File: config.mk
export PLATFORM = sky130hd
export DESIGN_NAME = plane_remap
export DESIGN_NICKNAME = d
export VERILOG_FILES = /design/src/rtl/remap_pkg.sv /design/src/rtl/remap_dp.sv /design/src/rtl/remap_ctrl.sv /design/src/rtl/plane_remap.sv
export SDC_FILE = /design/constraint.sdc
export NUM_CORES = 1
export LEC_CHECK = 0
export ABC_CLOCK_PERIOD_IN_PS = 1800
export BUFFER_PORTS_ARGS = -buffer_cell sky130_fd_sc_hd__buf_2
export CORE_ASPECT_RATIO = 0.6
export CORE_MARGIN = 10
export CORE_UTILIZATION = 40
export DETAILED_ROUTE_END_ITERATION = 10
export PLACE_DENSITY = 0.65
export SLEW_MARGIN = 15
export SYNTH_ARGS = -nofsm -noshare
export SYNTH_HDL_FRONTEND = slang
export SYNTH_HIERARCHICAL = 1
export SYNTH_SLANG_ARGS = --single-unit
File: constraint.sdc
create_clock -name clk -period 1.8 [get_ports clk]
set_input_delay 0.18 -clock clk [delete_from_list [all_inputs] [get_ports clk]]
set_output_delay 0.18 -clock clk [all_outputs]
set_load 0.02 [all_outputs]
File: src/rtl/remap_pkg.sv
package remap_pkg;
  localparam int ADDR_W   = 12;
  localparam int CODE_PAD = 4;

  localparam logic [ADDR_W-1:0] A_SYM_W    = 12'h010;
  localparam logic [ADDR_W-1:0] A_PIX_PAR  = 12'h014;
  localparam logic [ADDR_W-1:0] A_IN_N     = 12'h018;
  localparam logic [ADDR_W-1:0] A_OUT_N    = 12'h01C;
  localparam logic [ADDR_W-1:0] A_MAP_BASE = 12'h020;
  localparam logic [ADDR_W-1:0] A_STATUS   = 12'h140;
  localparam logic [ADDR_W-1:0] A_COMMIT   = 12'h144;
  localparam logic [ADDR_W-1:0] A_PAD_BASE = 12'h148;

  // control -> datapath
  typedef struct packed {
    logic loadPad;
  } ctrlCmd_t;

  // datapath -> control
  typedef struct packed {
    logic sofTaken;
    logic lastTaken;
  } dpEvt_t;
endpackage

File: src/rtl/remap_dp.sv
module remap_dp
  import remap_pkg::*;
#(
  parameter int SYM_W      = 10,
  parameter int PIX_PAR    = 2,
  parameter int IN_PLANES  = 3,
  parameter int OUT_PLANES = 4,
  parameter int MAP0       = 2,
  parameter int MAP1       = 4,
  parameter int MAP2       = 0,
  parameter int MAP3       = 4
) (
  input  logic                                clk,
  input  logic                                rstN,
  input  logic [PIX_PAR*IN_PLANES*SYM_W-1:0]  inData,
  input  logic                                inValid,
  output logic                                inReady,
  input  logic                                inSof,
  input  logic                                inEol,
  input  logic                                inLast,
  output logic [PIX_PAR*OUT_PLANES*SYM_W-1:0] outData,
  output logic                                outValid,
  input  logic                                outReady,
  output logic                                outSof,
  output logic                                outEol,
  output logic                                outLast,
  input  logic [SYM_W-1:0]                    shadowPad [OUT_PLANES],
  input  ctrlCmd_t                            cmd,
  output dpEvt_t                              evt
);
  localparam int MAPS [4] = '{MAP0, MAP1, MAP2, MAP3};
  localparam int OUT_W = PIX_PAR*OUT_PLANES*SYM_W;

  logic             validQ;
  logic             fire;
  logic             loadNow;
  logic [OUT_W-1:0] mapped;
  logic [SYM_W-1:0] activePad [OUT_PLANES];
  logic [SYM_W-1:0] padNow    [OUT_PLANES];

  assign inReady = outReady || !validQ;
  assign fire    = inValid && inReady;
  // committed values take effect on the start-of-frame beat itself
  assign loadNow = fire && inSof && cmd.loadPad;

  genvar o, k;
  generate
    for (o = 0; o < OUT_PLANES; o++) begin : g_plane
      assign padNow[o] = loadNow ? shadowPad[o] : activePad[o];

      always_ff @(posedge clk or negedge rstN) begin
        if (!rstN)        activePad[o] <= '0;
        else if (loadNow) activePad[o] <= shadowPad[o];
      end

      for (k = 0; k < PIX_PAR; k++) begin : g_lane
        if (MAPS[o] < IN_PLANES) begin : g_sel
          assign mapped[(k*OUT_PLANES+o)*SYM_W +: SYM_W] =
            inData[(k*IN_PLANES+MAPS[o])*SYM_W +: SYM_W];
        end else begin : g_pad
          // code 4 (and any code beyond the input planes) emits padding
          assign mapped[(k*OUT_PLANES+o)*SYM_W +: SYM_W] = padNow[o];
        end
      end
    end
  endgenerate

  always_ff @(posedge clk or negedge rstN) begin
    if (!rstN) begin
      validQ  <= 1'b0;
      outData <= '0;
      outSof  <= 1'b0;
      outEol  <= 1'b0;
      outLast <= 1'b0;
    end else if (fire) begin
      validQ  <= 1'b1;
      outData <= mapped;
      outSof  <= inSof;
      outEol  <= inEol;
      outLast <= inLast;
    end else if (outReady) begin
      validQ  <= 1'b0;
    end
  end

  assign outValid = validQ;

  always_comb begin
    evt.sofTaken  = fire && inSof;
    evt.lastTaken = fire && inLast;
  end
endmodule

File: src/rtl/remap_ctrl.sv
module remap_ctrl
  import remap_pkg::*;
#(
  parameter int SYM_W      = 10,
  parameter int PIX_PAR    = 2,
  parameter int IN_PLANES  = 3,
  parameter int OUT_PLANES = 4,
  parameter int MAP0       = 2,
  parameter int MAP1       = 4,
  parameter int MAP2       = 0,
  parameter int MAP3       = 4
) (
  input  logic              clk,
  input  logic              rstN,
  input  logic [ADDR_W-1:0] csrAddr,
  input  logic              csrWrite,
  input  logic [31:0]       csrWdata,
  output logic [31:0]       csrRdata,
  input  dpEvt_t            evt,
  output ctrlCmd_t          cmd,
  output logic [SYM_W-1:0]  shadowPad [OUT_PLANES],
  output logic              pendFlag,
  output logic              armFlag,
  output logic              busyFlag
);
  localparam int MAPS [4] = '{MAP0, MAP1, MAP2, MAP3};

  logic [OUT_PLANES-1:0] padHit;
  logic                  padAny;
  logic                  commitHit;
  logic                  pendQ, armQ, busyQ;

  genvar o;
  generate
    for (o = 0; o < OUT_PLANES; o++) begin : g_shadow
      assign padHit[o] = csrWrite && (csrAddr == A_PAD_BASE + ADDR_W'(4*o));
      always_ff @(posedge clk or negedge rstN) begin
        if (!rstN)          shadowPad[o] <= '0;
        else if (padHit[o]) shadowPad[o] <= csrWdata[SYM_W-1:0];
      end
    end
    if (SYM_W < 32) begin : g_spare
      logic unusedWdata;
      assign unusedWdata = ^csrWdata[31:SYM_W];
    end
  endgenerate

  assign padAny    = |padHit;
  assign commitHit = csrWrite && (csrAddr == A_COMMIT) && csrWdata[0];

  always_ff @(posedge clk or negedge rstN) begin
    if (!rstN) begin
      pendQ <= 1'b0;
      armQ  <= 1'b0;
      busyQ <= 1'b0;
    end else begin
      if (evt.sofTaken && armQ) begin
        armQ  <= 1'b0;
        pendQ <= 1'b0;
      end
      if (padAny)              pendQ <= 1'b1;
      // a commit with nothing staged is dropped
      if (commitHit && pendQ)  armQ  <= 1'b1;
      if (evt.lastTaken)       busyQ <= 1'b0;
      else if (evt.sofTaken)   busyQ <= 1'b1;
    end
  end

  assign cmd.loadPad = armQ;
  assign pendFlag    = pendQ;
  assign armFlag     = armQ;
  assign busyFlag    = busyQ;

  always_comb begin
    csrRdata = '0;
    case (csrAddr)
      A_SYM_W:   csrRdata = 32'(SYM_W);
      A_PIX_PAR: csrRdata = 32'(PIX_PAR);
      A_IN_N:    csrRdata = 32'(IN_PLANES);
      A_OUT_N:   csrRdata = 32'(OUT_PLANES);
      A_STATUS:  csrRdata = {30'd0, pendQ, busyQ};
      default:   csrRdata = '0;
    endcase
    for (int m = 0; m < 4; m++) begin
      if (csrAddr == A_MAP_BASE + ADDR_W'(4*m)) csrRdata = 32'(MAPS[m]);
    end
    for (int p = 0; p < OUT_PLANES; p++) begin
      if (csrAddr == A_PAD_BASE + ADDR_W'(4*p)) csrRdata = 32'(shadowPad[p]);
    end
  end
endmodule

File: src/rtl/plane_remap.sv
module plane_remap
  import remap_pkg::*;
#(
  parameter int SYM_W      = 10,
  parameter int PIX_PAR    = 2,
  parameter int IN_PLANES  = 3,
  parameter int OUT_PLANES = 4,
  parameter int MAP0       = 2,
  parameter int MAP1       = 4,
  parameter int MAP2       = 0,
  parameter int MAP3       = 4
) (
  input  logic                                clk,
  input  logic                                rstN,
  input  logic [PIX_PAR*IN_PLANES*SYM_W-1:0]  inData,
  input  logic                                inValid,
  output logic                                inReady,
  input  logic                                inSof,
  input  logic                                inEol,
  input  logic                                inLast,
  output logic [PIX_PAR*OUT_PLANES*SYM_W-1:0] outData,
  output logic                                outValid,
  input  logic                                outReady,
  output logic                                outSof,
  output logic                                outEol,
  output logic                                outLast,
  input  logic [11:0]                         csrAddr,
  input  logic                                csrWrite,
  input  logic [31:0]                         csrWdata,
  output logic [31:0]                         csrRdata
);
  localparam int OUT_W = PIX_PAR*OUT_PLANES*SYM_W;

  ctrlCmd_t         cmd;
  dpEvt_t           evt;
  logic [SYM_W-1:0] shadowPad [OUT_PLANES];
  logic             pendFlag, armFlag, busyFlag;

  remap_ctrl #(
    .SYM_W(SYM_W), .PIX_PAR(PIX_PAR), .IN_PLANES(IN_PLANES), .OUT_PLANES(OUT_PLANES),
    .MAP0(MAP0), .MAP1(MAP1), .MAP2(MAP2), .MAP3(MAP3)
  ) u_ctrl (
    .clk(clk), .rstN(rstN),
    .csrAddr(csrAddr), .csrWrite(csrWrite), .csrWdata(csrWdata), .csrRdata(csrRdata),
    .evt(evt), .cmd(cmd), .shadowPad(shadowPad),
    .pendFlag(pendFlag), .armFlag(armFlag), .busyFlag(busyFlag)
  );

  remap_dp #(
    .SYM_W(SYM_W), .PIX_PAR(PIX_PAR), .IN_PLANES(IN_PLANES), .OUT_PLANES(OUT_PLANES),
    .MAP0(MAP0), .MAP1(MAP1), .MAP2(MAP2), .MAP3(MAP3)
  ) u_dp (
    .clk(clk), .rstN(rstN),
    .inData(inData), .inValid(inValid), .inReady(inReady),
    .inSof(inSof), .inEol(inEol), .inLast(inLast),
    .outData(outData), .outValid(outValid), .outReady(outReady),
    .outSof(outSof), .outEol(outEol), .outLast(outLast),
    .shadowPad(shadowPad), .cmd(cmd), .evt(evt)
  );
endmodule

== Yosys cells after proc, flatten, opt, wreduce, memory -nomap -nowiden ==
Cells that the tools add are included.
Word-level totals
  flip-flop bits (word level): 147
  word-level logic and storage cells: 64
Operators by class
  eq/ne operators: 14
  muxes and demuxes: 18
  reductions and logical operators: 18
Operators with widths (count)
  $eq 12x9->1 const B: 6
  $mux 10: 6
  $eq 12x5->1 const B: 4
  $eq 12x6->1 const B: 4
  $pmux 4 s5: 1
  $mux 4: 4
  $logic_and 1x1->1: 11
  $reduce_bool 2->1: 4
  $mux 1: 7
  $reduce_or 4->1: 1
  $logic_not 1->1: 1
  $logic_or 1x1->1: 1

== Logic depth before layout (Yosys ltp) ==
Gate-level depths: netlist of run 1.
  word-level depth: 10
  gate-level depth with buffers: 6
  mapped depth without buffers: 5

== By module ==
The synthesis of run 1 kept the hierarchy.
By module, submodules not included
  remap_dp: times used 1, cells each 251, area an instance 3613.5 um^2, sequential area each 2102.0 um^2
  remap_ctrl: times used 1, cells each 208, area an instance 2434.8 um^2, sequential area each 1076.0 um^2

== Worst setup path before layout of run 1 ==
No wires, ideal clock.
  kind: input to output
  from: input port csrAddr[4]
  to: output port csrRdata[8]
  arrival: 1458 ps
  path slack: 162 ps
  stages: 4
  path buffers: 1
  cells stage by stage: clkbuf_2 > nor4b_1 > nand4_2 > o22ai_1
Between the ends
  longest elaborated chain between the ends: 5
  elaborated cells on any way between the ends: 8
  classes of those cells: eq/ne: 4; mux: 4
Ends and longest elaborated chain
  start: declaration: RTL line plane_remap.sv:27  | input logic [11:0] csrAddr,
  $eq 12x9->1: RTL line remap_ctrl.sv:88  | if (csrAddr == A_PAD_BASE + ADDR_W'(4*p)) csrRdata = 32'(shadowPad[p]);
  $mux 10 (3 in a row): RTL line remap_ctrl.sv:88
  $mux 10 *: RTL line remap_ctrl.sv:88
  end: declaration: RTL line plane_remap.sv:30  | output logic [31:0] csrRdata
Mark *: on every way between the ends. The rest lies on a longest branch, timed or not.

== Final worst setup path of run 1 ==
  from: input port csrAddr[9]
  to: output port csrRdata[9]
The elaborated chain is that of the path after synthesis.

==> results of run 1 <==
final timing paths:
path	slack (ns)	cells after the start	endpoint
setup / recovery	-0.002	7	csrRdata[9]
hold / removal	0.02	2	u_dp/outData[67]$_DFFE_PN0N_
setup reg to reg	0.42	4	u_dp/activePad[21]$_DFF_PN0_
hold reg to reg	0.47	1	u_dp/outSof$_DFFE_PN0N_
max in group asynchronous	0.94	3	u_ctrl/pendFlag$_DFFE_PN0P_
min in group asynchronous	0.28	2	u_ctrl/busyFlag$_DFFE_PN0P_
kinds of logic (layout without fill, tap and decap cells):
logic type      count (synthesis)  in the layout  share of synthesized area (%)
buf+inv                        69            260                          8.233
compound gates                 75             75                          7.303
simple gates                   56             56                          6.269
flops                         127            127                          52.54
mux                           131            131                          25.59
other cells                     1             22                        0.06200
power breakdown:
| group | switching (uW) | leakage [uW] | total [uW] | internal [uW] |
|---|---|---|---|---|
| clock | 1270 | 0.000298 | 3600 | 2330 |
| combinational | 790 | 0.00221 | 1280 | 486 |
| sequential | 127 | 0.00164 | 3190 | 3060 |
| total | 2190 | 0.00415 | 8060 | 5870 |
layout make-up:
class	instances	area share, %
Tap cell	198	3.111
Timing Repair Buffer	224	17.47
Clock inverter	13	2.373
Inverter	4	0.1886
Sequential cell	127	39.91
Clock buffer	19	5.437
Multi-Input combinational cell	284	31.51
per-layer routing:
layer / vias to the layer above / track usage, %
met3: 19 / 4.682
met1: 2154 / 21.11
met5: - / 0
met2: 191 / 25.70
met4: 0 / 4.224
li1: 1987 / -
worst max-delay path, stage by stage:
cell and delay [ns]:
buf_2 0.14, nor3_1 0.40, nand4_1 0.16, buf_4 0.20, o22ai_1 0.18, o21a_1 0.19, buf_2 0.18
per-stage QoR:
step,util (%),cells,area [um2]
floorplan,-,480,6127
global route,54.41,869,7963
detailed placement,47.67,805,6975
CTS,53.63,863,7848
finish,54.41,869,7963
global placement,47.67,805,6975
state kept, by name (all words and copies together), names as in the netlist:
register,count
u_ctrl/pendFlag,1
u_dp/outLast,1
u_dp/outValid,1
u_dp/outEol,1
u_dp/outData,60
u_ctrl/shadowPad,40
u_ctrl/armFlag,1
u_dp/outSof,1
u_ctrl/busyFlag,1
u_dp/activePad,20
timing repair:
action | 4_1_cts | 5_1_grt
hold buffers | 22 | 1
endpoints found under the setup margin | 4 | 9
pin swaps | 0 | 8
cloned | 0 | 0
gates resized for setup | 0 | 16
endpoints found under the hold margin | 46 | 1
buffers inserted | 4 | 5
cells in the final DEF (no fill, tap or decap), types with 6 or more instances in the layout:
| master | n |
|---|---|
| nor2_1 | 10 |
| buf_2 | 159 |
| a21oi_1 | 43 |
| conb_1 | 22 |
| o22ai_1 | 11 |
| clkbuf_16 | 17 |
| dlygate4sd3_1 | 23 |
| mux2_2 | 71 |
| mux2i_1 | 29 |
| mux2_4 | 29 |
| dfrtp_1 | 127 |
| buf_4 | 38 |
| nand2_1 | 6 |
==> summary.md, run 1 <==
| Metric | Value |
|---|---|
| Number of sinks on the clock net | 127 |
| Cell type contributing the most total cell area after synthesis | dfrtp_1 |
| Area taken by flip-flops and latches | 3178 um2 |
| Highest Signal Layer | met4 |
| Highest clock frequency the design can meet | 0.5550 GHz |
| Port Buffers | 164 |
| Cell leakage power | 0.004147 uW |
| Arrival time worst endpoint | 1.62 ns |
| Status | finished with violations |
| Crit path setup slack, layout | -0.001730 ns |
| Placeable core region | 14630 um2 |
| Critical path launch point type | input port |
| EDFF count, synth | 0 |
| Drt drc | 0 |
| HPWL Detailed | 12.73 mm |
| Launch point of the worst hold path | inData[37] |
| Total detailed-routing wirelength | 17.19 mm |
| Max-cap check violation count | 0 |
| Pwr dens | 1013 nW/um2 |
| Worst-path maximum fanout | 5 |
| Failing checks | setup timing |
| Post-route met1 wirelength | 7.737 mm |
| Global-route total usage across every layer | 16.11% |
| Most used flip-flop cell after synthesis | dfrtp_1 |
| Data required, critical path | 1.62 ns |
| Number of cells produced by synthesis | 459 |
| Critical path class | in -> out |
| Buffer cell driving the clock tree root | clkbuf_16 |
| Cell area after synthesis | 6048 um2 |
| Final number of max-transition violations | 0 |
| RePlAce Congestion | 0.8835 |
| Detail Route met3 WL | 1.347 mm |
| Number of different library cells in the post-synthesis netlist | 46 |
| CTS tree | yes |
| VDD IR-drop max | 517.1 uV |
| Final nets | 770 |
| Seq/Total Area, Yosys | 52.54% |
| Worst-case clock skew | 0.006722 ns |
| Endpoints failing hold | 0 |
| Type of the most critical hold path | in -> reg |
| Inserted Clock Buffers | 17 |
| Antenna viol nets, final | 0 |
| Total Power | 8064 uW |
| Clock insertion delay at the later pin of the skew report | 0.40 ns |
| Startpoint of the worst register-to-register path | u_dp/outValid$_DFFE_PN0P_ |
| DR pass1 iterations | 7 |
| Post-route clock period utilization | 100.1% |
| CP endpoint kind | primary output |
| Die ar. | 20600 um2 |
| Mean post-synth cell area | 13.18 um2 |
| Leading cell types by count after synthesis | dfrtp_1 (127), mux2_2 (71), a21oi_1 (45), buf_4 (45) |
| Boundary Pins | 229 |
| FILL cells | 1237 |
| Fin Hold WS | 0.01789 ns |
| Detailed Route Iter0 Violations | 323 |
| Synth Register Bits | 127 |
| Met2 wire length | 7.934 mm |
| Share of layout cells above drive strength 1 | 52.76% |
| Number of warnings issued by yosys | 6 |
| Fraction of post-synthesis cell area in the top cell type by area | 52.54% |
| Antenna violations before repair | 0 |
| Multi-input gate area in the final layout | 2509 um2 |
| Die Span X | 178.8 um |
| Most area-consuming cells after synthesis | dfrtp_1 (53%), mux2_2 (13%), mux2_4 (7.2%) |
| Routed via count | 4351 |
| Largest net degree at the start of global routing | 45 |
| First-pass GRT wire length | 26.11 mm |
| Library cell with the highest instance count after synthesis | dfrtp_1 |
| Core Rows | 34 |
| Remaining global-route overflow | 0 |
| Average via count per standard cell | 5.007 |
| Starting density of the core | 41.33% |
| Number of global-route vias before repair | 4598 |
| Max H-tree Level | 4 |
| Final setup viols | 1 |
| Pre-CTS WS | 0.02973 ns |
| Wire length per cell after detailed routing | 19.78 um |
| Antenna diode count | 0 |
| Longest Clk Path Bufs | 2 |
| Post-route minimum period | 1.802 ns |
| Sum of negative setup slack | -0.001730 ns |
| Fraction of synthesis flops using an asynchronous set or reset pin | 100.0% |
| Clock-pin slew of the registers on the worst-case setup and hold paths | 0.06 ns |
| Start point of the critical path | csrAddr[9] |
| Layout area overhead | 31.65% |
| Die Height | 115.3 um |
Note: power is estimated with default switching activity, not from simulation.
==> run 2, diff against run 1 <==
--- a/config.mk
+++ b/config.mk
@@ -11,6 +11,7 @@
 export CORE_MARGIN = 10
 export CORE_UTILIZATION = 40
 export DETAILED_ROUTE_END_ITERATION = 10
+export MAX_ROUTING_LAYER = met4
 export PLACE_DENSITY = 0.65
 export SLEW_MARGIN = 15
 export SYNTH_ARGS = -nofsm -noshare
==> run 2 against run 1 <==
Compared with the run above:
- the run now ends clean
- global-route usage rose by 0.49 points
- power rose by 0.13%
- critical endpoint unchanged
- first-iteration DRC count fell by 1.5%
- maximum frequency rose by 0.80%
- via count rose by 0.44%
- sequential cell count did not move
- utilization rose by 0.068 points
- critical path depth did not move
- non-clock buffer count rose by 1
- clock skew fell by 0.0010 ns
- register-to-register slack barely moved
- design area rose by 0.13%
- critical path type unchanged
==> summary.md, run 2 (synthesis gave the netlist of run 1 again) <==
| Metric | Value |
|---|---|
| Share of total power in combinational logic | 15.8% (about the same) |
| Boundary Pins | 229 (unchanged) |
| Layout area overhead | 31.82% (was 31.65%) |
| Highest clock frequency the design can meet | 0.5594 GHz (was 0.5550 GHz) |
| First-pass GRT wire length | 26.10 mm (was 26.11 mm) |
| Core Rows | 34 (unchanged) |
| Clock share of power | 44.7% (was 44.6%) |
| CTS tree | yes (unchanged) |
| Top delay family on crit path | simple AND/OR/NAND/NOR gates (unchanged) |
| HPWL Detailed | 12.73 mm (unchanged) |
| Terminating pin of the worst hold path | u_dp/outData[67]$_DFFE_PN0N_ (unchanged) |
| Slowest stage cell, crit path | nor3_1 (unchanged) |
| Switching Share | 27.24% (was 27.16%) |
| Total Power | 8074 uW (was 8064 uW) |
| Buffer cell driving the clock tree root | clkbuf_16 (unchanged) |
| Average via count per standard cell | 5.023 (was 5.007) |
| Final cell count without fillers | 870 (was 869) |
| Die Height | 115.3 um (unchanged) |
| CP endpoint kind | primary output (unchanged) |
| Antenna violations before repair | 0 (unchanged) |
| Max H-tree Level | 4 (unchanged) |
| Final nets | 771 (was 770) |
| Share of layout cells above drive strength 1 | 52.98% (was 52.76%) |
| Worst-path maximum fanout | 5 (unchanged) |
| Reported net switching power | 2200 uW (was 2190 uW) |
| Most frequent standard cell in the layout excluding fill and tap cells | buf_2 (unchanged) |
| Largest net degree at the start of global routing | 45 (unchanged) |
| VDD IR-drop max | 515.4 uV (was 517.1 uV) |
| Max stage delay on crit path | 0.39 ns (was 0.40 ns) |
| Status | complete, no violations (was finished with violations) |
| Clock-pin slew of the registers on the worst-case setup and hold paths | 0.06 ns (about the same) |
| Post-route minimum period | 1.787 ns (was 1.802 ns) |
| Endpoints failing hold | 0 (unchanged) |
| Wire length per cell after detailed routing | 19.67 um (was 19.78 um) |
| RePlAce Congestion | 0.8982 (was 0.8835) |
| Bufs and invs on worst path | 3 (unchanged) |
| Data required, critical path | 1.62 ns (about the same) |
| Die Span X | 178.8 um (unchanged) |
| Chain of cells forming the critical path | buf_2, nor3_1, nand4_1, buf_4, o22ai_1, o21a_1, buf_2 (unchanged) |
| Port Buffers | 164 (unchanged) |
| Routed via count | 4370 (was 4351) |
| Internal power of the cells | 5875 uW (was 5874 uW) |
| FF-to-FF path depth | 4 (unchanged) |
| Setup slack of the worst register-to-register path | 0.42 ns (about the same) |
| Register with the highest flop count | u_dp/outData (unchanged) |
| Clock insertion delay at the later pin of the skew report | 0.40 ns (about the same) |
| Largest regs | u_dp/outData x60, u_ctrl/shadowPad x40, u_dp/activePad x20 (unchanged) |
| Drt drc | 0 (unchanged) |
| Type of the most critical hold path | in -> reg (unchanged) |
| Pwr dens | 1013 nW/um2 (about the same) |
| Longest Clk Path Bufs | 2 (unchanged) |
| Startpoint of the worst register-to-register path | u_dp/outValid$_DFFE_PN0P_ (unchanged) |
| Most frequent cells in the layout | buf_2 (159), dfrtp_1 (127), mux2_2 (71) (unchanged) |
| Flip-flop count of the largest register after layout | 60 (unchanged) |
| Total detailed-routing wirelength | 17.11 mm (was 17.19 mm) |
| Detailed Route Iter0 Violations | 318 (was 323) |
| Global-route total usage across every layer | 16.60% (was 16.11%) |
| Crit path setup slack, layout | 0.01251 ns (was -0.001730 ns) |
| Number of sinks on the clock net | 127 (unchanged) |
| Starting density of the core | 41.33% (unchanged) |
| Post-route clock period utilization | 99.30% (was 100.1%) |
| DR pass1 iterations | 5 (was 7) |
| Placeable core region | 14630 um2 (unchanged) |
| Launch point of the worst hold path | inData[37] (unchanged) |
| Final setup viols | 0 (was 1) |
| Pre-CTS WS | 0.02973 ns (unchanged) |
| Antenna viol nets, final | 0 (unchanged) |
| Final number of max-transition violations | 0 (unchanged) |
| Register share of total power | 39.5% (was 39.6%) |
| Placed instance count | 805 (unchanged) |
| Cell leakage power | 0.004145 uW (was 0.004147 uW) |
| Remaining global-route overflow | 0 (unchanged) |
| Critical path launch point type | input port (unchanged) |
| Critical path class | in -> out (unchanged) |
| Die ar. | 20600 um2 (unchanged) |
| Max-cap check violation count | 0 (unchanged) |
| Hold path depth | 2 (unchanged) |
| Most frequent CP cell | buf_2 (unchanged) |
| Arrival time worst endpoint | 1.61 ns (was 1.62 ns) |
| Number of global-route vias before repair | 4603 (was 4598) |
| Worst-case clock skew | 0.005708 ns (was 0.006722 ns) |
| Inserted Clock Buffers | 17 (unchanged) |
| Endpoint of the lowest-slack register-to-register path | u_dp/activePad[21]$_DFF_PN0_ (unchanged) |
| Antenna diode count | 0 (unchanged) |
## run 2: layout make-up
class                           count  area (um2)
Timing Repair Buffer              225        1399
Clock inverter                     13       188.9
Clock buffer                       19       432.9
Fill cell                        1234        6661
Tap cell                          198       247.7
Sequential cell                   127        3178
Inverter                            4       15.01
Multi-Input combinational cell    284        2511
## run 2: repair_timing
action	in CTS	in global routing
pin swaps	0	9
setup buffers	4	6
resized for setup	0	17
hold buffers	22	1
setup endpoints to repair	4	9
endpoints found under the hold margin	46	1
## run 2: worst register-to-register path, cell delays in order, from the launching register on
cell and delay [ns]:
dfrtp_1 0.36, nand2b_2 0.16, nand4_4 0.14, buf_4 0.27, mux2_4 0.33
## run 2: metal layers
metal  part of all wire, %  global-route usage, %  up-vias
met4                  0.96                  4.224        0
met3                   7.5                  4.289       16
met5                     0                      -        -
met1                    46                  21.31     2175
li1                      -                      -     1991
met2                    46                  25.70      188
## run 2: power by group through the flow
stage	Combinational [uW]	Clock (uW)	Sequential, uW
detailed placement	1230	0	3240
global placement	1210	0	3220
CTS	1270	3690	3190
floorplan	553	0	3470
finish	1280	3610	3190
global route	1370	3840	3220
## run 2: worst max path at each step
stage	startpoint	end	slack, ns	cells past startpoint
finish	csrAddr[9]	csrRdata[9]	0.01	7
global route	csrAddr[9]	csrRdata[9]	-0.01	7
CTS	u_ctrl/busyFlag$_DFFE_PN0P_	csrRdata[0]	0.01	5
detailed placement	csrAddr[5]	csrRdata[3]	0.03	6
global placement	csrAddr[5]	csrRdata[5]	0.07	8
floorplan	csrAddr[4]	csrRdata[8]	0.16	4
## run 2: metrics by stage
stage	utilization, %	setup TNS (ns)	hold WS (ns)	instance area [um2]
after floorplan	-	0	-0.1156	6127
after global placement	47.67	0	0.1236	6975
after detailed placement	47.67	0	0.1328	6975
after CTS	53.63	0	0.00003528	7848
after global routing	54.48	-0.02815	0.005493	7973
final	54.48	0	0.01512	7973
==> run 3, diff against run 2 <==
--- a/config.mk
+++ b/config.mk
@@ -10,9 +10,11 @@
 export CORE_ASPECT_RATIO = 0.6
 export CORE_MARGIN = 10
 export CORE_UTILIZATION = 40
+export CTS_CLUSTER_SIZE = 40
 export DETAILED_ROUTE_END_ITERATION = 10
 export MAX_ROUTING_LAYER = met4
 export PLACE_DENSITY = 0.65
+export SKIP_LAST_GASP = 1
 export SLEW_MARGIN = 15
 export SYNTH_ARGS = -nofsm -noshare
 export SYNTH_HDL_FRONTEND = slang
==> constraint.sdc (replaced) <==
create_clock -name clk -period 1.8 [get_ports clk]
set_input_delay 0.36 -clock clk [delete_from_list [all_inputs] [get_ports clk]]
set_output_delay 0.36 -clock clk [all_outputs]
set_load 0.02 [all_outputs]
==> run 3 against run 2 <==
Compared with the run above:
- the flow now finishes with violations (setup timing)
- global-route usage fell by 0.51 points
- sequential cell count did not move
- via count fell by 1.3%
- maximum frequency fell by 12%
==> summary.md, run 3 (synthesis gave the netlist of run 1 again) <==
| Metric | Value |
|---|---|
| Status | finished with violations (was complete, no violations) |
| Failing checks | setup timing |
| Boundary Pins | 229 (unchanged) |
| Most frequent standard cell in the layout excluding fill and tap cells | buf_2 (unchanged) |
| Average via count per standard cell | 5.015 (was 5.023) |
| Largest regs | u_dp/outData x60, u_ctrl/shadowPad x40, u_dp/activePad x20 (unchanged) |
| Clock insertion delay at the later pin of the skew report | 0.41 ns (was 0.40 ns) |
| Slowest stage cell, crit path | nor4_4 (was nor3_1) |
| Placed instance count | 819 (was 805) |
| Setup slack of the worst register-to-register path | 0.18 ns (was 0.42 ns) |
| Endpoints failing hold | 0 (unchanged) |
| Final cell count without fillers | 860 (was 870) |
| Final Util | 54.81% (was 54.48%) |
| Final setup viols | 10 (was 0) |
| Worst-case clock skew | 0.009583 ns (was 0.005708 ns) |
| Routed via count | 4313 (was 4370) |
| Multi-input gate area in the final layout | 2624 um2 (was 2511 um2) |
| Die ar. | 20600 um2 (unchanged) |
| Inserted Clock Buffers | 17 (unchanged) |
| Number of sinks on the clock net | 127 (unchanged) |
| DR pass1 iterations | 5 (unchanged) |
| Measured slew at the worst slew-check pin | 0.8019 ns |
| Post-route clock period utilization | 113.1% (was 99.30%) |
| Share of total power in combinational logic | 16.0% (was 15.8%) |
| Antenna violations before repair | 0 (unchanged) |
| Sum of negative setup slack | -1.875 ns (was 0 ns) |
| Antenna diode count | 0 (unchanged) |
| Total detailed-routing wirelength | 16.56 mm (was 17.11 mm) |
| Die Height | 115.3 um (unchanged) |
| Chain of cells forming the critical path | buf_8, nor4_4, buf_4, nand4_4, o22ai_2, o21a_1, buf_6 (was buf_2, nor3_1, nand4_1, buf_4, o22ai_1, o21a_1, buf_2) |
| Layout area overhead | 32.60% (was 31.82%) |
| Crit path setup slack, layout | -0.2359 ns (was 0.01251 ns) |
| Remaining global-route overflow | 0 (unchanged) |
| Reported net switching power | 2222 uW (was 2200 uW) |
| Switching Share | 27.92% (was 27.24%) |
| Cell leakage power | 0.004150 uW (was 0.004145 uW) |
| Register with the highest flop count | u_dp/outData (unchanged) |
| Max H-tree Level | 4 (unchanged) |
| Wire length per cell after detailed routing | 19.25 um (was 19.67 um) |
| VDD IR-drop max | 582.9 uV (was 515.4 uV) |
| Clock share of power | 44.0% (was 44.7%) |
| Flip-flop count of the largest register after layout | 60 (unchanged) |
| Detailed Route Iter0 Violations | 241 (was 318) |
| Max-cap check violation count | 0 (unchanged) |
| Port Buffers | 164 (unchanged) |
| Area taken by flip-flops and latches | 3179 um2 (was 3178 um2) |
| Final number of max-transition violations | 0 (unchanged) |
| Global-route total usage across every layer | 16.09% (was 16.60%) |
| RePlAce Congestion | 0.8912 (was 0.8982) |
| Number of global-route vias before repair | 4540 (was 4603) |
| Unrepaired setup endpoints after global routing | true |
| Core Rows | 34 (unchanged) |
| Share of layout cells above drive strength 1 | 57.85% (was 52.98%) |
| Total Power | 7960 uW (was 8074 uW) |
| HPWL Detailed | 12.84 mm (was 12.73 mm) |
| Final nets | 762 (was 771) |
| Worst setup path end | csrRdata[9] (unchanged) |
| Post-route minimum period | 2.036 ns (was 1.787 ns) |
| Pwr dens | 992.5 nW/um2 (was 1013 nW/um2) |
| Data required, critical path | 1.44 ns (was 1.62 ns) |
| Highest clock frequency the design can meet | 0.4912 GHz (was 0.5594 GHz) |
| Largest net degree at the start of global routing | 44 (was 45) |
| Critical path launch point type | input port (unchanged) |
| Placeable core region | 14630 um2 (unchanged) |
| CTS tree | yes (unchanged) |
| Fin Hold WS | 0.1720 ns (was 0.01512 ns) |
| Max stage delay on crit path | 0.32 ns (was 0.39 ns) |
| Type of the most critical hold path | in -> reg (unchanged) |
| CP endpoint kind | primary output (unchanged) |
| Tightest slew margin relative to the limit | 46.54% |
| Most frequent cells in the layout | buf_2 (153), dfrtp_1 (126), mux2_2 (71) (was buf_2 (159), dfrtp_1 (127), mux2_2 (71)) |
| Clock-pin slew of the registers on the worst-case setup and hold paths | 0.06 ns (about the same) |
| Starting density of the core | 41.33% (unchanged) |
| Register share of total power | 40.0% (was 39.5%) |
| Antenna viol nets, final | 0 (unchanged) |
| Critical path class | in -> out (unchanged) |
| FF-to-FF path depth | 3 (was 4) |
| Internal power of the cells | 5737 uW (was 5875 uW) |
| Worst-path maximum fanout | 7 (was 5) |
| Arrival time worst endpoint | 1.68 ns (was 1.61 ns) |
| First-pass GRT wire length | 25.12 mm (was 26.10 mm) |
| Longest Clk Path Bufs | 2 (unchanged) |
| Buffer cell driving the clock tree root | clkbuf_16 (unchanged) |
| FILL cells | 1216 (was 1234) |
| Endpoint of the lowest-slack register-to-register path | u_dp/activePad[23]$_DFF_PN0_ (was u_dp/activePad[21]$_DFF_PN0_) |
| Drt drc | 0 (unchanged) |
| Start point of the critical path | csrAddr[7] (was csrAddr[9]) |
| Die Span X | 178.8 um (unchanged) |
| Startpoint of the worst register-to-register path | u_dp/outValid$_DFFE_PN0P_ (unchanged) |
==> run 3: cell count changes in the layout (fill, tap and decap cells not counted), moves of 4 or more <==
cell / before / now
o22ai_2: 2 / 7
o22ai_1: 11 / 3
inv_6: 1 / 5
buf_2: 159 / 153
buf_6: 0 / 11
dlygate4sd3_1: 23 / 1
buf_4: 39 / 45
==> run 3: how the worst min path moves through the flow <==
stage / from / endpoint / slack [ns] / cells past startpoint
3_5_place_dp: rstN / u_dp/outData[72]$_DFFE_PN0N_ / 0.31 / 1
5_1_grt: inData[34] / u_dp/outData[64]$_DFFE_PN0N_ / 0.16 / 2
6_report: inData[34] / u_dp/outData[64]$_DFFE_PN0N_ / 0.17 / 2
2_1_floorplan: rstN / u_ctrl/armFlag$_DFFE_PN0P_ / 0.06 / 0
4_1_cts: inData[34] / u_dp/outData[64]$_DFFE_PN0N_ / 0.16 / 2
3_3_place_gp: rstN / u_dp/outLast$_DFFE_PN0N_ / 0.30 / 1
==> run 3: power groups by stage <==
stage               Clock (uW)  Combinational (uW)  Sequential (uW)
finish                    3510                1270             3180
global route              3740                1370             3210
CTS                       3590                1280             3190
detailed placement           0                1260             3240
global placement             0                1240             3220
floorplan                    0                 558             3470
==> run 3: layout make-up <==
class / instances / share of cell area, %
flip-flops and latches: 127 / 39.64
multi-input cells: 284 / 32.71
repair buffers: 216 / 16.80
clock buffers: 17 / 5.304
well taps: 198 / 3.089
clock inverters: 14 / 2.262
inverters: 4 / 0.1872
==> run 3: what timing repair did <==
action / CTS / global route
hold endpoints to repair: 25 / 0
gates resized for setup: 37 / 9
setup buffers: 7 / 2
hold buffers: 1 / 0
pin swaps: 8 / 7
setup endpoints to repair: 31 / 11
==> run 3: per-stage QoR <==
step / worst slack [ns] / area, um2
after floorplan: 0.01365 / 6196
after global placement: -0.2857 / 7149
after detailed placement: -0.3119 / 7149
after CTS: -0.1978 / 7966
after global routing: -0.2841 / 8020
final: -0.2359 / 8020
==> run 3: critical path: cells and delay by family <==
family	cells	cell delay (ns)
and+or+nand+nor	2	0.50
buffers and inverters	3	0.43
AOI/OAI and AO/OA	2	0.38
==> run 3: per-layer routing <==
metal / vias to the layer above / track usage (%) / share of wire [%]
met3: 20 / 4.944 / 7.9
met2: 188 / 23.73 / 45
met4: 0 / 4.169 / 1.2
met1: 2125 / 21.09 / 46
met5: - / - / 0
li1: 1980 / - / -
